<file path="config.mk">
export PLATFORM = sky130hd
export DESIGN_NAME = lsf_strobe_top
export DESIGN_NICKNAME = d
export VERILOG_FILES = /design/src/rtl/lsf_strobe_pkg.sv /design/src/rtl/lsf_id_select.sv /design/src/rtl/lsf_out_stage.sv /design/src/rtl/lsf_strobe_top.sv
export SDC_FILE = /design/constraint.sdc
export NUM_CORES = 1
export LEC_CHECK = 0
export ABC_AREA = 1
export BUFFER_PORTS_ARGS = -buffer_cell sky130_fd_sc_hd__buf_4
export CAP_MARGIN = 10
export CORE_AREA = 2 2 39 41
export DETAILED_ROUTE_END_ITERATION = 16
export DIE_AREA = 0 0 41 43
export GPL_TIMING_DRIVEN = 0
export HOLD_SLACK_MARGIN = 0.1
export PLACE_DENSITY = 0.59
export SETUP_SLACK_MARGIN = 0.05
export SYNTH_ARGS = -nofsm -noshare
export SYNTH_HDL_FRONTEND = slang
export SYNTH_HIERARCHICAL = 1
export SYNTH_SLANG_ARGS = --single-unit
</file>
<file path="constraint.sdc">
create_clock -name clk -period 0.8 [get_ports clk]
set_clock_uncertainty 0.15 [all_clocks]
set_input_delay 0.2 -clock clk [delete_from_list [all_inputs] [get_ports clk]]
set_output_delay 0.2 -clock clk [all_outputs]
set_load 0.05 [all_outputs]
</file>
<file path="src/rtl/lsf_strobe_pkg.sv">
package lsf_strobe_pkg;
  typedef enum logic [1:0] {
    ID_NONE = 2'b00,
    ID_EAV  = 2'b01,
    ID_SAV  = 2'b10,
    ID_BOTH = 2'b11
  } id_kind_t;

  function automatic id_kind_t pack_kind(input logic eav, input logic sav);
    return id_kind_t'({sav, eav});
  endfunction
endpackage

</file>
<file path="src/rtl/lsf_id_select.sv">
module lsf_id_select
  import lsf_strobe_pkg::*;
(
  input  id_kind_t kind,
  input  logic     is_composite,
  input  logic     pick_eav,
  output logic     fire
);
  always_comb begin
    fire = 1'b0;
    if (is_composite) begin
      fire = (kind != ID_NONE);
    end else begin
      unique case (kind)
        ID_EAV:  fire = pick_eav;
        ID_SAV:  fire = !pick_eav;
        ID_BOTH: fire = 1'b1;
        default: fire = 1'b0;
      endcase
    end
  end
endmodule

</file>
<file path="src/rtl/lsf_out_stage.sv">
module lsf_out_stage #(
  parameter int WORD_W = 10
) (
  input  logic              clk,
  input  logic              rst,
  input  logic [WORD_W-1:0] d_word,
  input  logic              d_fire,
  output logic [WORD_W-1:0] q_word,
  output logic              q_clr_n
);
  always_ff @(posedge clk) begin
    if (rst) begin
      q_word  <= '0;
      q_clr_n <= 1'b1;
    end else begin
      q_word  <= d_word;
      q_clr_n <= !d_fire;
    end
  end
endmodule

</file>
<file path="src/rtl/lsf_strobe_top.sv">
module lsf_strobe_top
  import lsf_strobe_pkg::*;
#(
  parameter int WORD_W = 10
) (
  input  logic              clk,
  input  logic              rst,
  input  logic [WORD_W-1:0] word_in,
  input  logic              eav_id_mark,
  input  logic              sav_id_mark,
  input  logic              is_composite,
  input  logic              pick_eav,
  output logic [WORD_W-1:0] word_out,
  output logic              fifo_clr_n
);
  id_kind_t kind;
  logic     fire;

  assign kind = pack_kind(eav_id_mark, sav_id_mark);

  lsf_id_select u_sel (
    .kind         (kind),
    .is_composite (is_composite),
    .pick_eav     (pick_eav),
    .fire         (fire)
  );

  lsf_out_stage #(.WORD_W(WORD_W)) u_out (
    .clk     (clk),
    .rst     (rst),
    .d_word  (word_in),
    .d_fire  (fire),
    .q_word  (word_out),
    .q_clr_n (fifo_clr_n)
  );
endmodule

</file>
After elaboration in Yosys (flattened, before gate mapping)
Cells that the tools add are included.
Widths: inputs -> output; s select.
{"block": "totals", "register_bits": 11, "out_inout_bits": 11, "elab_cells": 10}
{"block": "classes", "eq_ne": 3, "n_mux": 2, "n_reduce_logical": 3}
{"cell": "$eq 2x2->1 const B", "n": 2}
{"cell": "$pmux 1 s3", "n": 1}
{"cell": "$eq 2x1->1 const B", "n": 1}
{"cell": "$logic_not 1->1", "n": 2}
{"cell": "$reduce_bool 2->1", "n": 1}
{"cell": "$mux 1", "n": 1}

Longest topological paths before layout
Gate-level depths: netlist (run 1).
{"block": "logic_depth", "word_depth": 4, "depth_mapped": 5, "depth_no_buf": 5}

Hierarchy
The synthesis (run 1) kept the hierarchy.
{"module": "lsf_out_stage", "n_inst": 1, "cells_each": 34, "area_per_inst_um2": 314.1}
{"module": "lsf_id_select", "n_inst": 1, "cells_each": 5, "area_per_inst_um2": 20.0}

Least setup slack after synthesis (run 1)
Ideal clock, no wire load.
{"block": "synth_timing", "path_type": "register to output", "start": "register u_out.q_clr_n", "end": "output port fifo_clr_n", "arrival_time_ns": 0.587, "required_ns": 0.450, "slack_ns": -0.137, "path_stages_with_launch": 1, "cell_sequence": "dfxtp_1"}
{"element": "from (decl)", "line": "lsf_out_stage.sv:9", "rtl": "output logic q_clr_n"}
{"element": "from (signal assigned)", "line": "lsf_out_stage.sv:17", "rtl": "q_clr_n <= !d_fire;"}
{"element": "to (decl)", "line": "lsf_strobe_top.sv:14", "rtl": "output logic fifo_clr_n"}
No word-level cell between the ends.

Final worst setup path (run 1)
{"block": "layout_timing", "start": "register u_out.q_word[8]", "end": "output port word_out[8]"}
{"element": "from (decl)", "line": "lsf_out_stage.sv:8", "rtl": "output logic [WORD_W-1:0] q_word,"}
{"element": "from (signal assigned)", "line": "lsf_out_stage.sv:16", "rtl": "q_word <= d_word;"}
{"element": "to (decl)", "line": "lsf_strobe_top.sv:13", "rtl": "output logic [WORD_W-1:0] word_out,"}
No word-level cell between the ends.

==> summary by stage, run 1 <==
Synth
The dominant cell type by area after synthesis is sky130_fd_sc_hd__dfxtp_1. The number of different library cells used by synthesis comes to 6. After synthesis, the mean cell area works out to 8.57 sq um. The combined area of all synthesized cells is 334 sq um. The most common cell in the synthesized netlist is sky130_fd_sc_hd__inv_1.

The post-synthesis net count is 55. Ranked by instance count, the synthesized netlist is headed by sky130_fd_sc_hd__inv_1, sky130_fd_sc_hd__dfxtp_1, sky130_fd_sc_hd__nor2_1. The number of synthesized register bits is 11. The area share of the leading cell type in the synthesized netlist is 0.659. Among all flip-flop cells after synthesis, the most frequent one is sky130_fd_sc_hd__dfxtp_1.

The number of flops mapped to enable cells by yosys is 0. Ranked by total cell area, the synthesized netlist is headed by sky130_fd_sc_hd__dfxtp_1, sky130_fd_sc_hd__inv_1, sky130_fd_sc_hd__nor2_1. For this run, the register share of the synthesized area comes to 0.659. The synthesized instance count is 39. The share of synthesized flip-flops with an asynchronous set or reset is 0. The count of warnings emitted by yosys is 6.

Power and ir drop
The power per standard cell area is 1760 nW/um^2. IR analysis of the VDD net gives a maximum drop of 475 uV. The overall power consumption is 1.23 mW.

For this design the static power due to leakage is 0.367 nW.

Critical path
In this run the number of cells on the critical path is 1. STA classifies the critical path endpoint as an output port. Data arrives at the worst endpoint at 0.74 ns. The critical path required time is 0.45 ns. The signal on the critical path passes through buf_8. The slowest stage of the critical path is the sky130_fd_sc_hd__dfxtp_4 cell. The family with the most delay on the worst path is flip-flops. Together, buffers and inverters on the worst path number 1. STA classifies the critical path startpoint as a flip-flop. The critical path is of the reg -> out type. In this design, the stage delay of the slowest critical-path cell is 0.34 ns. In this run the worst path has a maximum fanout of 1.

STA
Setup repair after global routing could not meet its margin everywhere. Across all setup checks in the final design, the least slack found is -0.293 ns. The final number of max-transition violations is 0. Setup violations remaining at the end of the flow were counted as 11. For the pin with the worst max-slew slack, the measured transition is 0.103 ns. The relative max-transition margin is 0.931. The routed design could run at a clock period as short as 1.09 ns. The worst hold margin is -0.0238 ns.

Derived from the worst setup path, the maximum achievable clock frequency is 915 MHz. Adding up every negative setup slack in the final design gives -3.17 ns. The count of endpoints failing hold in the final timing report is 8. Of the available clock period, the critical path in the final layout requires 1.37.

Global route
The first global-routing pass estimated 986 um of wire. The total overflow left after global routing is 0. Entering global routing, the biggest net connects 11 pins. The number of global-route vias before repair is 273. The number of antenna violations at the first check in global routing is 0. In the global route stage, overall resource usage came out at 0.0868.

Clock network
The maximum level of the CTS H-tree is 1. The longest clock path from root to sink contains 2 buffers. The cell at the root of the clock tree is sky130_fd_sc_hd__clkbuf_4. TritonCTS built the clock tree. The number of setup buffers added after CTS is 0. The clock-pin transition on the worst setup and hold timing paths is 0.07 ns.

For this design, the sink count on the clock tree is 11. The number of clock buffers inserted by TritonCTS is 3.

Placed design
The last weighted congestion value of the routability-driven placer is 0.524. The number of cells in the design after placement is 81. The final HPWL from detailed placement is 517 um.

The count of input and output buffers is 26.

Status
The flow ran to the end, but the final reports show violations. The final reports fail on hold timing, setup timing.

Detailed routing
Once detail routing completed, the nets flagged for antenna violations numbered 0. The ratio of routed vias to standard cells is 3.56. The first TritonRoute pass finished after 2 iterations. The total length of routed wires is 646 um. The first-iteration detailed-routing DRC count is 3. The average routed wire per standard cell is 7.60 um. The detailed router placed 303 vias in this run.

The total DRC errors in the routed layout is 0.

Min path
The worst hold path was traced through 3 stages. The path with the worst hold slack has its endpoint at u_out/q_clr_n. In this run the most critical hold path is launched from rst. The min-delay analysis places its worst path in the category in -> reg.

Floorplanning
The floorplan core area is 1380 sq um. The total number of placement rows is 14. The initial utilization of the core area, before any placement, comes to 0.241. The area enclosed by the die boundary is 1760 sq um. The die boundary height is 43 um. Pin placement for this block handled 27 I/O pins. The die is 41 um wide.

Final layout
The core utilization of the finished layout is 0.505. The filler cells instantiated in the layout total 139. The layout cell share with drive strength beyond 1 is 0.594. The antenna cell count is 0. After the last flow step, the layout net total stands at 86. From synthesis to final layout, the design area changed by 109%. The final cell count without fillers is 85.

Flow run
The max-capacitance violation count is 0.
area by class of cell:
class,instances,area [sq um],share of cell area
inverter,12,45.0,0.0644
clock buffer,4,26.3,0.0376
tap,16,20.0,0.0286
sequential,11,262,0.374
timing repair buffer,26,278,0.397
buffer,1,11.3,0.0161
multi-input combinational,15,57.6,0.0823
per-stage QoR:
stage / instance area, sq um / worst slack, ns
final: 699 / -0.293
after global routing: 699 / -0.324
after CTS: 699 / -0.304
after detailed placement: 591 / -0.0451
after global placement: 591 / -0.0453
after floorplan: 375 / 0.0422
repair_timing:
| item | 4_1_cts | 5_1_grt |
|---|---|---|
| pin swaps | 0 | 0 |
| endpoints found under the setup margin | 11 | 11 |
| endpoints found under the hold margin | 11 | 11 |
| gates resized for setup | 22 | 0 |
how the worst max path moves through the flow:
stage	startpoint	endpoint	slack [ns]
2_1_floorplan	u_out/q_clr_n	fifo_clr_n	0.04
3_5_place_dp	u_out/q_word[9]	word_out[9]	-0.05
5_1_grt	u_out/q_word[8]	word_out[8]	-0.32
3_3_place_gp	u_out/q_word[6]	word_out[6]	-0.05
6_report	u_out/q_word[8]	word_out[8]	-0.29
4_1_cts	u_out/q_word[8]	word_out[8]	-0.30
cells by family after synthesis:
| family | after synthesis | share of synthesized area |
|---|---|---|
| DFF | 11 | 0.659 |
| buffers and inverters | 13 | 0.169 |
| AOI/OAI and AO/OA | 1 | 0.0150 |
| and+or+nand+nor | 14 | 0.157 |
per-layer routing:
layer,part of all wire,vias to the layer above,track usage
li1,-,165,-
met1,0.37,120,0.0948
met2,0.47,18,0.122
met3,0.16,0,0.0314
met4,0,0,0.0800
met5,0,-,0
power by group:
part | switching, mW | internal [mW]
Sequential | 0.0177 | 0.563
Combinational | 0.152 | 0.144
Clock | 0.161 | 0.192
Total | 0.331 | 0.900
flip-flops by register name, indices dropped and copies added, names as in the netlist:
register,count
u_out/q_word,10
u_out/q_clr_n,1
cell usage in the layout, fill, tap and decap left out, drive strengths merged:
master / instances
o21ai: 1
nand2: 4
dfxtp: 11
buf: 27
inv: 12
clkbuf: 4
nor2: 10
Power figures use the tool's default switching activity.
==> run 2: changes to the inputs <==
RECOVER_POWER = 50   (was unset)
==> run 2 against run 1 <==
- the flow still finishes with violations (hold timing, setup timing)
- routed wire length rose by 0.31%
- cell count did not move
- cell area fell by 1.1%
- count of clock-buffer cells in the layout did not move
- non-clock buffer count did not move
- clock power barely moved
- critical endpoint unchanged
- critical path depth did not move
- largest power group unchanged
- critical path type unchanged
- worst setup slack did not move
==> summary by stage, run 2 (synthesized netlist as in run 1, its figures left out) <==
Critical path
The delay of the slowest critical-path stage is 0.34 ns. For the worst setup path, the data required time is 0.45 ns. The critical-path maximum fanout is 1. By startpoint and endpoint, the worst setup path is classified as reg -> out. The slowest stage of the critical path is the sky130_fd_sc_hd__dfxtp_4 cell. Data arrives at the worst endpoint at 0.74 ns. The buffer and inverter count on the worst path is 1. The critical path launch point type is a flip-flop. The worst setup path is captured at an output port.

Walking the worst path, the cells encountered are buf_8. The family with the most delay on the worst path is flip-flops.

Power and ir drop
The maximum VDD drop is 475 uV. The leakage dissipation is 0.362 nW. Power spread over the standard cell area amounts to 1770 nW/um^2.

Min path
The worst hold path belongs to the class in -> reg.

STA
The peak clock frequency supported by timing is 915 MHz. The worst hold margin is -0.0105 ns. The pin slew with the least headroom to its limit is 0.424 ns. Setup repair after global routing could not meet its margin everywhere. Subtracting the final worst setup slack from the clock period gives 1.09 ns. The final number of max-transition violations is 0. Setup violations remaining at the end of the flow were counted as 11. The count of endpoints failing hold in the final timing report is 8. Dividing the final minimum period by the clock period gives 1.37.

The worst setup slack after layout is -0.293 ns. In this run the tightest slew margin relative to its limit is 0.717.

Detailed routing
The remaining number of nets flagged by the antenna check after routing is 0. The total length of routed wires is 648 um. In the routed design, unresolved DRC markers number 0.

The average routed wire per standard cell is 7.62 um. Detailed routing inserted a total of 303 vias. In this run, the number of DRC markers left after iteration 0 of detailed routing was 3. The ratio of routed vias to standard cells is 3.56. The count of TritonRoute iterations in the first routing pass is 2.

Status
The checks that failed: hold timing, setup timing. The flow ran to the end, but the final reports show violations.

Clock network
The buffer depth of the longest clock path is 2. The number of clock buffers inserted by TritonCTS is 3. The TritonCTS sink count is 11.

The clock-pin transition on the worst setup and hold timing paths is 0.07 ns. In this run the number of H-tree levels came out at 1. The cell at the root of the clock tree is sky130_fd_sc_hd__clkbuf_4.

The CTS tree is built.

Global route
The number of antenna violations at the first check in global routing is 0. The largest net degree at the start of global routing is 11. The first global-routing pass estimated 986 um of wire. The all-layer global routing usage is 0.0868. The number of global-route vias before repair is 273. The leftover overflow at the end of global routing is 0.

Final layout
In the layout the commonest cells are sky130_fd_sc_hd__buf_4, sky130_fd_sc_hd__inv_1, sky130_fd_sc_hd__buf_8, sky130_fd_sc_hd__dfxtp_4, sky130_fd_sc_hd__nor2_1. From synthesis to final layout, the design area changed by 107%. The leading cell type in the layout, fill and taps excluded is sky130_fd_sc_hd__buf_4.

Summing all non-filler instances in the final layout gives an area of 692 sq um. The layout cell share with drive strength beyond 1 is 0.580. The number of flip-flops under the largest register name is 10. The largest register by flop count is u_out/q_word. The post-layout net count is 86. The repair_antennas step left the layout with diodes totalling 0. In the final layout, the registers with the most flip-flops are u_out/q_word: 10 flops, u_out/q_clr_n: 1 flops.

Floorplanning
Pin placement for this block handled 27 I/O pins. The width of the chip is 41 um. The die boundary height is 43 um. The core region is 1380 sq um. Row generation in the floorplan step produced 14 rows. The die covers 1760 sq um. The initial utilization of the core area, before any placement, comes to 0.241.

Placed design
The pre-CTS setup slack is -0.0451 ns. The count of input and output buffers is 26. At the end of routability-driven placement, the weighted congestion stood at 0.524. Detailed placement finished with a half-perimeter wire length of 517 um. The area of placed instances is 591 sq um.

Flow run
The max-capacitance violation count is 0.
-- run 2: cell types whose count changed in the layout (fill, tap and decap cells not counted) --
cell | previous run | this run
sky130_fd_sc_hd__buf_6 | 1 | 0
sky130_fd_sc_hd__clkbuf_4 | 3 | 4
sky130_fd_sc_hd__buf_4 | 15 | 14
sky130_fd_sc_hd__clkbuf_1 | 1 | 2
-- run 2: layout make-up --
class                      instances  area, sq um
multi-input combinational         15         57.6
sequential                        11          262
clock buffer                       4         26.3
fill                             139          692
timing repair buffer              26          278
buffer                             1         3.75
tap                               16         20.0
inverter                          12         45.0
-- run 2: path summary, 6_finish.rpt --
path	cells after the start	end	start	slack [ns]
worst max-delay path	1	word_out[8]	u_out/q_word[8]	-0.29
worst min-delay path	3	u_out/q_word[3]	word_in[3]	-0.01
-- run 2: through the flow --
stage                     cells  power [mW]  hold slack [ns]  TNS, ns  utilization
final                        85        1.23          -0.0105    -3.17        0.500
after global routing         85        1.29          -0.0178    -3.52        0.500
after CTS                    85        1.26          -0.0332    -3.32        0.505
after detailed placement     81       0.838            0.243   -0.474        0.427
after global placement       81       0.836            0.242   -0.466        0.427
after floorplan              39       0.731            0.134        0            -
-- run 2: report_power, final --
part / total, mW / internal (mW) / switching (mW)
clock network: 0.354 / 0.192 / 0.161
registers: 0.581 / 0.563 / 0.0177
logic: 0.291 / 0.140 / 0.151
total: 1.23 / 0.895 / 0.330
-- run 2: metal layers --
| layer | wire (um) | track usage |
|---|---|---|
| met1 | 247 | 0.0948 |
| met2 | 302 | 0.122 |
| met3 | 97 | 0.0314 |
| met4 | 0 | 0.0800 |
| met5 | 0 | 0 |
-- run 2: timing repair --
item / 4_1_cts / 5_1_grt
endpoints found under the hold margin: 11 / 11
pin swaps: 0 / 0
resized for setup: 22 / 0
setup buffers: 0 / 0
endpoints found under the setup margin: 11 / 11
